### config.mk
export PLATFORM = sky130hd
export DESIGN_NAME = pll_speed_sequencer
export DESIGN_NICKNAME = d
export VERILOG_FILES = /design/src/rtl/pll_seq_pkg.sv /design/src/rtl/pll_seq_ctrl.sv /design/src/rtl/pll_seq_dpath.sv /design/src/rtl/pll_speed_sequencer.sv
export SDC_FILE = /design/constraint.sdc
export NUM_CORES = 1
export LEC_CHECK = 0
export BUFFER_PORTS_ARGS = -buffer_cell sky130_fd_sc_hd__buf_2
export CAP_MARGIN = 0
export CORE_ASPECT_RATIO = 1.1
export CORE_MARGIN = 1
export CORE_UTILIZATION = 40
export DETAILED_ROUTE_END_ITERATION = 7
export MAX_ROUTING_LAYER = met4
export SLEW_MARGIN = 20
export SYNTH_ARGS = -nofsm -noshare
export SYNTH_HDL_FRONTEND = slang
export SYNTH_SLANG_ARGS = --single-unit
### constraint.sdc
create_clock -name clk -period 6.05 [get_ports clk]
set_input_delay 0.3025 -clock clk [delete_from_list [all_inputs] [get_ports clk]]
set_output_delay 0.3025 -clock clk [all_outputs]
set_load 0.01 [all_outputs]
### src/rtl/pll_seq_pkg.sv
package pll_seq_pkg;

  typedef enum logic [2:0] {
    ST_IDLE,
    ST_DROP,
    ST_OFF,
    ST_LOAD,
    ST_ON,
    ST_WIDE,
    ST_NARROW
  } seqState_t;

  // One-cycle commands from the sequencer control to the datapath.
  typedef struct packed {
    logic latchReq;
    logic dropBus;
    logic pllOff;
    logic loadSpeed;
    logic pllOn;
    logic cntClear;
    logic cntRun;
    logic setNarrow;
    logic raiseBus;
    logic pulseDone;
    logic flagError;
  } seqStrobe_t;

endpackage

### src/rtl/pll_seq_ctrl.sv
module pll_seq_ctrl
  import pll_seq_pkg::*;
(
  input  logic       clk,
  input  logic       rst_n,
  input  logic       reqValid,
  input  logic       sameSpeed,
  input  logic       settleZero,
  input  logic       wideHit,
  input  logic       fullHit,
  output seqStrobe_t strobe,
  output logic       busy
);

  seqState_t state;
  seqState_t nextState;

  always_ff @(posedge clk or negedge rst_n) begin
    if (!rst_n) state <= ST_IDLE;
    else        state <= nextState;
  end

  always_comb begin
    strobe    = '0;
    nextState = state;
    case (state)
      ST_IDLE: begin
        if (reqValid) begin
          if (sameSpeed) begin
            strobe.pulseDone = 1'b1;
          end else if (settleZero) begin
            strobe.flagError = 1'b1;
          end else begin
            strobe.latchReq = 1'b1;
            nextState       = ST_DROP;
          end
        end
      end
      ST_DROP: begin
        strobe.dropBus = 1'b1;
        nextState      = ST_OFF;
      end
      ST_OFF: begin
        strobe.pllOff = 1'b1;
        nextState     = ST_LOAD;
      end
      ST_LOAD: begin
        strobe.loadSpeed = 1'b1;
        nextState        = ST_ON;
      end
      ST_ON: begin
        strobe.pllOn    = 1'b1;
        strobe.cntClear = 1'b1;
        nextState       = ST_WIDE;
      end
      ST_WIDE: begin
        strobe.cntRun = 1'b1;
        if (wideHit) begin
          strobe.setNarrow = 1'b1;
          if (fullHit) begin
            strobe.raiseBus  = 1'b1;
            strobe.pulseDone = 1'b1;
            nextState        = ST_IDLE;
          end else begin
            nextState = ST_NARROW;
          end
        end
      end
      ST_NARROW: begin
        strobe.cntRun = 1'b1;
        if (fullHit) begin
          strobe.raiseBus  = 1'b1;
          strobe.pulseDone = 1'b1;
          nextState        = ST_IDLE;
        end
      end
      default: nextState = ST_IDLE;
    endcase
    if (reqValid && (state != ST_IDLE)) strobe.flagError = 1'b1;
  end

  assign busy = (state != ST_IDLE);

endmodule

### src/rtl/pll_seq_dpath.sv
module pll_seq_dpath
  import pll_seq_pkg::*;
#(
  parameter int SPD_W    = 2,
  parameter int CNT_W    = 16,
  parameter int TAIL_DIV = 10
) (
  input  logic             clk,
  input  logic             rst_n,
  input  seqStrobe_t       strobe,
  input  logic [SPD_W-1:0] reqSpeed,
  input  logic [CNT_W-1:0] settleCycles,
  output logic             busSelFast,
  output logic             pllEnable,
  output logic             filterNarrow,
  output logic [SPD_W-1:0] speedSel,
  output logic             done,
  output logic             reqError,
  output logic             sameSpeed,
  output logic             settleZero,
  output logic             wideHit,
  output logic             fullHit
);

  localparam int TAIL_SHIFT = $clog2(TAIL_DIV);
  localparam bit TAIL_POW2  = (TAIL_DIV > 0) && ((TAIL_DIV & (TAIL_DIV - 1)) == 0);

  logic [SPD_W-1:0] targetSpeed;
  logic [CNT_W-1:0] settleHeld;
  logic [CNT_W-1:0] tailCycles;
  logic [CNT_W-1:0] wideLimit;
  logic [CNT_W-1:0] cnt;

  // Tail fraction of the settle time: shift when the divisor allows it.
  generate
    if (TAIL_POW2) begin : g_tail_shift
      assign tailCycles = settleHeld >> TAIL_SHIFT;
    end else begin : g_tail_div
      assign tailCycles = settleHeld / CNT_W'(TAIL_DIV);
    end
  endgenerate

  assign wideLimit = settleHeld - tailCycles;
  assign wideHit   = (cnt == CNT_W'(wideLimit - CNT_W'(1)));
  assign fullHit   = (cnt == CNT_W'(settleHeld - CNT_W'(1)));

  assign sameSpeed  = busSelFast && (reqSpeed == speedSel);
  assign settleZero = (settleCycles == '0);

  // Request capture
  always_ff @(posedge clk or negedge rst_n) begin
    if (!rst_n) begin
      targetSpeed <= '0;
      settleHeld  <= '0;
    end else if (strobe.latchReq) begin
      targetSpeed <= reqSpeed;
      settleHeld  <= settleCycles;
    end
  end

  // Settle counter
  always_ff @(posedge clk or negedge rst_n) begin
    if (!rst_n)               cnt <= '0;
    else if (strobe.cntClear) cnt <= '0;
    else if (strobe.cntRun)   cnt <= cnt + CNT_W'(1);
  end

  // Clock control outputs
  always_ff @(posedge clk or negedge rst_n) begin
    if (!rst_n) begin
      busSelFast   <= 1'b0;
      pllEnable    <= 1'b0;
      filterNarrow <= 1'b0;
      speedSel     <= '0;
    end else begin
      if (strobe.dropBus)  busSelFast <= 1'b0;
      if (strobe.raiseBus) busSelFast <= 1'b1;
      if (strobe.pllOff) begin
        pllEnable    <= 1'b0;
        filterNarrow <= 1'b0;
      end
      if (strobe.pllOn)     pllEnable    <= 1'b1;
      if (strobe.setNarrow) filterNarrow <= 1'b1;
      if (strobe.loadSpeed) speedSel     <= targetSpeed;
    end
  end

  // Status pulses
  always_ff @(posedge clk or negedge rst_n) begin
    if (!rst_n) begin
      done     <= 1'b0;
      reqError <= 1'b0;
    end else begin
      done     <= strobe.pulseDone;
      reqError <= strobe.flagError;
    end
  end

endmodule

### src/rtl/pll_speed_sequencer.sv
module pll_speed_sequencer
  import pll_seq_pkg::*;
#(
  parameter int SPD_W    = 2,
  parameter int CNT_W    = 16,
  parameter int TAIL_DIV = 10
) (
  input  logic             clk,
  input  logic             rst_n,
  input  logic             reqValid,
  input  logic [SPD_W-1:0] reqSpeed,
  input  logic [CNT_W-1:0] settleCycles,
  output logic             busSelFast,
  output logic             pllEnable,
  output logic             filterNarrow,
  output logic [SPD_W-1:0] speedSel,
  output logic             busy,
  output logic             done,
  output logic             reqError
);

  seqStrobe_t strobe;
  logic       sameSpeed;
  logic       settleZero;
  logic       wideHit;
  logic       fullHit;

  pll_seq_ctrl ctrl_i (
    .clk        (clk),
    .rst_n      (rst_n),
    .reqValid   (reqValid),
    .sameSpeed  (sameSpeed),
    .settleZero (settleZero),
    .wideHit    (wideHit),
    .fullHit    (fullHit),
    .strobe     (strobe),
    .busy       (busy)
  );

  pll_seq_dpath #(
    .SPD_W    (SPD_W),
    .CNT_W    (CNT_W),
    .TAIL_DIV (TAIL_DIV)
  ) dpath_i (
    .clk          (clk),
    .rst_n        (rst_n),
    .strobe       (strobe),
    .reqSpeed     (reqSpeed),
    .settleCycles (settleCycles),
    .busSelFast   (busSelFast),
    .pllEnable    (pllEnable),
    .filterNarrow (filterNarrow),
    .speedSel     (speedSel),
    .done         (done),
    .reqError     (reqError),
    .sameSpeed    (sameSpeed),
    .settleZero   (settleZero),
    .wideHit      (wideHit),
    .fullHit      (fullHit)
  );

endmodule

==> impl_metrics.tcl, run 1 <==
set metrics [dict create \
    status "finished, violations left" \
    violations "negative setup slack" \
    die_w_um 110 \
    initial_core_util_pct 41.7 \
    vias 5217 \
    min_period_over_period_pct 115 \
    crit_required_ns 6.23 \
    skew_ns 0.00474 \
    finalCriticalPeriod_ns 6.98 \
    rsz0062_at_grt "yes" \
    end_kind "flip-flop" \
    ys_seq_elements 44 \
    rows 42 \
    cts_buffers 5 \
    first_pass_iters 5 \
    chipHeight_um 120 \
    cts_buffer_depth 2 \
    max_stage_delay_ns 0.61 \
    relSlewSlack_pct 35.9 \
    cpMostUsedCell "o21ai_1" \
    worst_pin_slew_ns 0.959 \
    port_buffers 28 \
    antenna_cells 0 \
    area_growth_pct 31.8 \
    hold_violations 0 \
    synth_ff_type "dfrtp_1" \
    setup_slack_ns -0.929 \
    synth-async-reset-ratio_pct 100 \
    fmax_mhz 143 \
    synth-seq-area-share_pct 21.6 \
    hp-class "in -> async" \
    cp-start-kind "flip-flop" \
    grt_pass1_wl_mm 25.4 \
    n_fill_cell 1121 \
    vias_per_cell 5.88 \
    finish.utilization_pct 55.0 \
    cts_sinks 44 \
    maxCapViolations 0 \
    synth.area.top_cells "dfrtp_1, xnor2_1, mux2_2" \
    dieArea_mm2 0.0132 \
    gp_congestion 0.902 \
    synth_top_area_share_pct 21.6 \
    slew_violations 0 \
    grt_usage_pct 24.9 \
    tns_ns -5.33 \
    syn-num-nets 664 \
    core_area_mm2 0.0122 \
    boundaryPins 29 \
    antenna_found_initial 0 \
    crit_fanout 7 \
    avgRoutedWirePerCell_um 17.2 \
    dp_hpwl_mm 11.2 \
    yosysMostFrequentCell "a21oi_1" \
    yosys-top-cells-count "a21oi_1, dfrtp_1, nor2_1, o21ai_0, xnor2_1" \
    synthCells 625 \
    grt_max_degree 45 \
    synth_edf_count 0 \
    path_class "reg -> reg" \
    mappedNetlistArea_mm2 0.00510 \
    final_area_mm2 0.00673 \
    yosys.cell_types.count 97 \
    cts_root_buf "clkbuf_16" \
    overflow 0 \
    synth_top_area_cell "dfrtp_1" \
    hold_ws_ns 0.00673 \
    clk_pin_slew_ns 0.07 \
    drive_gt1_share_pct 36.0 \
    drt_iter0_drc 303 \
    worstPathArrival_ns 7.16 \
    drc_errors 0 \
    setup_violations 6 \
    cts_tree "yes" \
    wirelength_mm 15.3 \
    place_area_mm2 0.00600 \
    syn_area_per_cell_um2 8.17 \
    htreeDepth 2 \
    cp_slowest_cell "or4_4" \
    finalNetCount 772 \
    clock_latency_ns 0.29 \
    cts_hold_buf 0 \
    antenna_left 0 \
    synth_warnings 0 \
    grt_pass1_vias 5230 \
]
## metal layers
metal | share of wire [%] | vias to the layer above | global-route usage [%]
li1 | - | 2520 | -
met1 | 44 | 2534 | 31.1
met2 | 50 | 135 | 43.1
met3 | 3.5 | 28 | 1.73
met4 | 2.2 | 0 | 7.00
met5 | 0 | - | -
## final cells by class
cell class	count	area [um^2]	share of cell area, %
timing repair buffer	146	1080	16.0
clock buffer	6	129	1.92
tap	154	193	2.86
sequential	44	1100	16.4
clock inverter	2	16.3	0.242
inverter	30	113	1.67
multi-input combinational	506	4100	60.9
## state kept, by name (all words and copies together), names as in the netlist
signal and cells:
ctrl_i.state 3, dpath_i.settleHeld 16, dpath_i.reqError 1, dpath_i.busSelFast 1
dpath_i.filterNarrow 1, dpath_i.cnt 16, dpath_i.speedSel 2, dpath_i.pllEnable 1
dpath_i.targetSpeed 2, dpath_i.done 1
## timing repair
item / 4_1_cts / 5_1_grt
pin swaps: 37 / 33
buffers inserted: 21 / 5
endpoints found under the setup margin: 6 / 6
gates resized for setup: 49 / 25
## cells by family (layout without fill, tap and decap cells)
group           after synthesis  after routing  synth area share, %
compound gates              196            196                 28.2
xor+xnor                     63             63                 11.1
fa+ha+maj                    19             19                 4.76
buf+inv                      75            184                 6.72
flops                        44             44                 21.6
mux                          29             29                 6.25
simple gates                199            199                 21.4
## metrics by stage
| step | cells | setup WS (ns) |
|---|---|---|
| floorplan | 625 | -0.343 |
| global placement | 855 | -0.908 |
| detailed placement | 855 | -0.996 |
| CTS | 883 | -0.845 |
| global route | 888 | -1.30 |
| finish | 888 | -0.929 |
## final timing paths
path | start | end | slack [ns] | cells past startpoint
max | dpath_i.settleHeld[13]$_DFFE_PN0P_ | ctrl_i.state[0]$_DFFE_PN0P_ | -0.93 | 33
min | rst_n | dpath_i.cnt[3]$_DFFE_PN0P_ | 0.007 | 1
max reg2reg | dpath_i.settleHeld[13]$_DFFE_PN0P_ | ctrl_i.state[0]$_DFFE_PN0P_ | -0.93 | 33
min reg2reg | dpath_i.targetSpeed[0]$_DFFE_PN0P_ | dpath_i.speedSel[0]$_DFFE_PN0N_ | 0.51 | 1
max in group asynchronous | rst_n | dpath_i.settleHeld[13]$_DFFE_PN0P_ | 5.61 | 1
min in group clk | reqValid | dpath_i.reqError$_DFF_PN0_ | 0.25 | 2
## worst max-delay path, delay by kind of cell (launching register included)
| family | cells | cell delay, ns |
|---|---|---|
| and+or+nand+nor | 7 | 1.67 |
| muxes | 1 | 0.30 |
| adders and majority gates | 2 | 0.50 |
| AOI/OAI and AO/OA | 17 | 3.11 |
| buffers and inverters | 5 | 0.67 |
| xor gates and xnor gates | 1 | 0.16 |
| DFF | 1 | 0.45 |
## cells in the final DEF, fill, tap and decap left out, types with 7 or more instances in the layout
cell,count
nand3_1,12
xnor2_1,41
o21ai_1,11
nor3_1,11
inv_1,25
nor2b_1,8
or3_1,9
mux2_2,21
o21a_1,7
nor4_1,7
nand4_1,10
a21o_1,7
buf_2,27
nor2_1,41
a31oi_1,8
ha_1,16
nand2_1,40
a21oi_1,37
buf_6,11
xor2_1,20
o21ai_0,32
dfrtp_1,42
buf_4,106
Power of run 1 is left out: the tool's default activity adds up to more than one toggle a clock period on the data nets, which glitch-free logic cannot reach.
==> inputs of run 2 (changes only) <==
Settings changed: SETUP_SLACK_MARGIN set to 0.3.
==> impl_metrics.tcl, run 2 (synthesized netlist as in run 1, its figures left out) <==
set metrics [dict create \
    clock_latency_ns 0.29 \
    crit_fanout 7 \
    port_buffers 28 \
    core_area_mm2 0.0122 \
    layout.cells.most_common "buf_4" \
    dieArea_mm2 0.0132 \
    rrSetupSlack_ns -0.94 \
    detailedPlace.worstSlack_ns -0.996 \
    fmax_mhz 143 \
    hold_ws_ns 0.00571 \
    grt_pass1_vias 5199 \
    cp-start-kind "flip-flop" \
    relSlewSlack_pct 36.1 \
    crit_required_ns 6.23 \
    path_class "reg -> reg" \
    ff2ff_path_depth 35 \
    grt_pass1_wl_mm 25.3 \
    vias 5236 \
    cts_hold_buf 0 \
    grt_usage_pct 24.8 \
    hold_violations 0 \
    first_pass_iters 4 \
    slew_violations 0 \
    finalNetCount 776 \
    vias_per_cell 5.87 \
    chipHeight_um 120 \
    cpMostUsedCell "o21ai_1" \
    maxCapViolations 0 \
    cts_tree "yes" \
    skew_ns 0.00447 \
    timing.rr.end "ctrl_i.state[0]$_DFFE_PN0P_" \
    drt_iter0_drc 288 \
    worstPathArrival_ns 7.16 \
    reg.largest.list "dpath_i.cnt (16), dpath_i.settleHeld (16), ctrl_i.state (3)" \
    dp_hpwl_mm 11.2 \
    cts_sinks 44 \
    antenna_found_initial 0 \
    finalCriticalPeriod_ns 6.99 \
    endpoint "ctrl_i.state[0]$_DFFE_PN0P_" \
    antenna_cells 0 \
    cts_root_buf "clkbuf_16" \
    min_period_over_period_pct 115 \
    initial_core_util_pct 41.7 \
    die_w_um 110 \
    hp-class "in -> async" \
    cp_slowest_cell "dfrtp_2" \
    grt_max_degree 45 \
    area_growth_pct 32.1 \
    antenna_left 0 \
    cts_buffer_depth 2 \
    setup_violations 6 \
    drive_gt1_share_pct 36.2 \
    rows 42 \
    final_cell_mix "buf_4, dfrtp_1, xnor2_1, nor2_1, nand2_1" \
    max_stage_delay_ns 0.43 \
    cts_buffers 5 \
    wirelength_mm 15.2 \
    gp_congestion 0.902 \
    n_fill_cell 1123 \
    avgRoutedWirePerCell_um 17.0 \
    drc_errors 0 \
    worstSetupStartpoint "dpath_i.settleHeld[13]$_DFFE_PN0P_" \
    setup_slack_ns -0.935 \
    htreeDepth 2 \
    overflow 0 \
    clk_pin_slew_ns 0.07 \
    worst_pin_slew_ns 0.956 \
    dp.cells 855 \
    end_kind "flip-flop" \
    r2r_start "dpath_i.settleHeld[13]$_DFFE_PN0P_" \
    rsz0062_at_grt "yes" \
    boundaryPins 29 \
    status "finished, violations left" \
    fin_cells 892 \
    violations "negative setup slack" \
]
run 2: cell count changes in the layout (fill, tap and decap cells not counted), sizes merged:
cell  previous run  this run
buf            146       150
run 2: final cells by class:
class | count | area [um^2] | share of cell area (%)
inverter | 30 | 113 | 1.67
sequential | 44 | 1100 | 16.4
clock buffer | 6 | 129 | 1.91
timing repair buffer | 150 | 1110 | 16.5
multi-input combinational | 506 | 4070 | 60.4
clock inverter | 2 | 16.3 | 0.241
tap | 154 | 193 | 2.86
run 2: timing repair:
item / CTS / global route
gates resized for setup: 56 / 17
pin swaps: 40 / 33
setup buffers: 21 / 8
endpoints found under the setup margin: 6 / 6
endpoints found under the hold margin: 0 / 0
run 2: metal layers:
layer / GRT usage (%) / vias to the layer above / share of wire (%)
li1: - / 2539 / -
met1: 31.0 / 2559 / 44
met2: 42.9 / 112 / 50
met3: 1.73 / 26 / 3.2
met4: 7.00 / 0 / 2.1
met5: - / - / 0
run 2: worst max-delay path, delay by kind of cell, from the launching register on:
family / cells / cell delay, ns
simple gates: 5 / 1.15
flops: 1 / 0.43
compound gates: 23 / 4.22
buf+inv: 5 / 0.56
fa+ha+maj: 2 / 0.50
run 2: worst min-delay path by stage:
stage          cells after the start                          startpoint                               to
3_5_place_dp                       1  dpath_i.targetSpeed[1]$_DFFE_PN0P_  dpath_i.speedSel[1]$_DFFE_PN0N_
2_1_floorplan                      0                               rst_n      ctrl_i.state[0]$_DFFE_PN0P_
6_report                           1                               rst_n       dpath_i.cnt[3]$_DFFE_PN0P_
3_3_place_gp                       1  dpath_i.targetSpeed[0]$_DFFE_PN0P_  dpath_i.speedSel[0]$_DFFE_PN0N_
4_1_cts                            1                               rst_n       dpath_i.cnt[3]$_DFFE_PN0P_
5_1_grt                            1                               rst_n       dpath_i.cnt[3]$_DFFE_PN0P_
run 2: metrics by stage:
step                utilization (%)  cell area (um^2)  TNS, ns
finish                         55.0              6740    -5.22
global route                   55.0              6740    -7.32
CTS                            53.8              6590    -4.71
detailed placement             49.0              6000    -5.67
global placement               49.0              6000    -5.27
floorplan                         -              5190    -1.68
Power of run 2 is left out for the same reason.
==> inputs of run 3 (changes only) <==
Settings changed: REMOVE_ABC_BUFFERS set to 1.
==> impl_metrics.tcl, run 3 (synthesized netlist as in run 1, its figures left out) <==
set metrics [dict create \
    setup_slack_ns -0.893 \
    hold_ws_ns 0.00138 \
    dieArea_mm2 0.0132 \
    initial_core_util_pct 41.7 \
    cpMostUsedCell "o21ai_1" \
    antenna_left 0 \
    port_buffers 28 \
    cts_buffer_depth 2 \
    antenna_cells 0 \
    grt_pass1_vias 5316 \
    rrSetupSlack_ns -0.89 \
    violations "negative setup slack" \
    relSlewSlack_pct 40.9 \
    status "finished, violations left" \
    rows 42 \
    core_area_mm2 0.0122 \
    max_stage_delay_ns 0.59 \
    grt_max_degree 45 \
    overflow 0 \
    gp_congestion 0.891 \
    cts_root_buf "clkbuf_16" \
    wirelength_mm 15.4 \
    skew_ns 0.00629 \
    reg.largest.list "dpath_i.cnt (16), dpath_i.settleHeld (16), ctrl_i.state (3)" \
    path_class "reg -> reg" \
    fmax_mhz 144 \
    dp_hpwl_mm 11.2 \
    min_period_over_period_pct 115 \
    vias 5287 \
    worstPathArrival_ns 7.12 \
    drive_gt1_share_pct 37.9 \
    cts_sinks 44 \
    tns_ns -5.11 \
    timing.rr.end "ctrl_i.state[0]$_DFFE_PN0P_" \
    clk_pin_slew_ns 0.06 \
    worst_pin_slew_ns 0.885 \
    grt_pass1_wl_mm 25.6 \
    drt_iter0_drc 282 \
    n_fill_cell 1104 \
    ff2ff_path_depth 34 \
    first_pass_iters 5 \
    hp-class "in -> async" \
    drc_errors 0 \
    r2r_start "dpath_i.settleHeld[11]$_DFFE_PN0P_" \
    final_cell_mix "buf_4, nor2_1, xnor2_1, nand2_1, dfrtp_1" \
    boundaryPins 29 \
    maxCapViolations 0 \
    cts_tree "yes" \
    end_kind "flip-flop" \
    place_area_mm2 0.00599 \
    cp-start-kind "flip-flop" \
    clock_latency_ns 0.29 \
    cts_hold_buf 0 \
    setup_violations 6 \
    final_area_mm2 0.00688 \
    avgRoutedWirePerCell_um 17.1 \
    die_w_um 110 \
    area_growth_pct 34.8 \
    rsz0062_at_grt "yes" \
    htreeDepth 2 \
    detailedPlace.worstSlack_ns -1.40 \
    crit_required_ns 6.23 \
    cp_slowest_cell "or4_4" \
    chipHeight_um 120 \
    finalCriticalPeriod_ns 6.94 \
    cts_buffers 5 \
    finalNetCount 786 \
    crit_fanout 6 \
    vias_per_cell 5.87 \
    grt_usage_pct 25.1 \
    antenna_found_initial 0 \
    slew_violations 0 \
    hold_violations 0 \
    layout.cells.most_common "buf_4" \
]
[run 3: cell count changes in the layout (fill, tap and decap cells not counted), sizes merged]
cell	change
buf	+10
bufinv	+2
clkbuf	-1
clkinv	-1
clkinvlp	-1
[run 3: how the worst max path moves through the flow]
| stage | startpoint | end | cells after the start |
|---|---|---|---|
| 3_3_place_gp | dpath_i.settleHeld[14]$_DFFE_PN0P_ | ctrl_i.state[0]$_DFFE_PN0P_ | 32 |
| 3_5_place_dp | dpath_i.settleHeld[14]$_DFFE_PN0P_ | ctrl_i.state[0]$_DFFE_PN0P_ | 33 |
| 5_1_grt | dpath_i.settleHeld[11]$_DFFE_PN0P_ | ctrl_i.state[0]$_DFFE_PN0P_ | 34 |
| 2_1_floorplan | dpath_i.settleHeld[14]$_DFFE_PN0P_ | ctrl_i.state[0]$_DFFE_PN0P_ | 31 |
| 6_report | dpath_i.settleHeld[11]$_DFFE_PN0P_ | ctrl_i.state[0]$_DFFE_PN0P_ | 34 |
| 4_1_cts | dpath_i.settleHeld[15]$_DFFE_PN0P_ | ctrl_i.state[0]$_DFFE_PN0P_ | 35 |
[run 3: worst max-delay path, delay by kind of cell (launching register included)]
| family | cells | cell delay, ns |
|---|---|---|
| flip-flops | 1 | 0.48 |
| adder cells (fa/ha/maj) | 3 | 0.60 |
| buffers and inverters | 4 | 0.51 |
| XOR/XNOR | 1 | 0.15 |
| AND/OR/NAND/NOR | 6 | 1.93 |
| AO/OA/AOI/OAI | 20 | 3.16 |
[run 3: through the flow]
step | instances | utilization (%)
2_1_floorplan | 580 | -
4_1_cts | 896 | 54.7
5_1_grt | 901 | 56.2
3_5_place_dp | 865 | 48.9
3_3_place_gp | 865 | 48.9
6_report | 901 | 56.2
[run 3: final cells by class]
class	count	area, um^2	area share [%]
Multi-Input combinational cell	506	4070	59.1
Timing Repair Buffer	160	1210	17.6
Sequential cell	44	1110	16.1
Tap cell	154	193	2.80
Clock buffer	5	125	1.82
Inverter	30	115	1.67
Clock inverter	2	60.1	0.873
[run 3: layer usage]
metal	part of all wire (%)	vias up	global-route usage (%)
li1	-	2556	-
met1	44	2570	30.2
met2	50	127	43.1
met3	2.5	34	1.89
met4	3.2	0	10.2
met5	0	-	-
[run 3: what timing repair did]
action,CTS,global route
pin swaps,54,19
gates cloned,2,0
resized for setup,80,25
setup buffers,22,5
endpoints found under the setup margin,6,6
Power of run 3 is left out for the same reason.
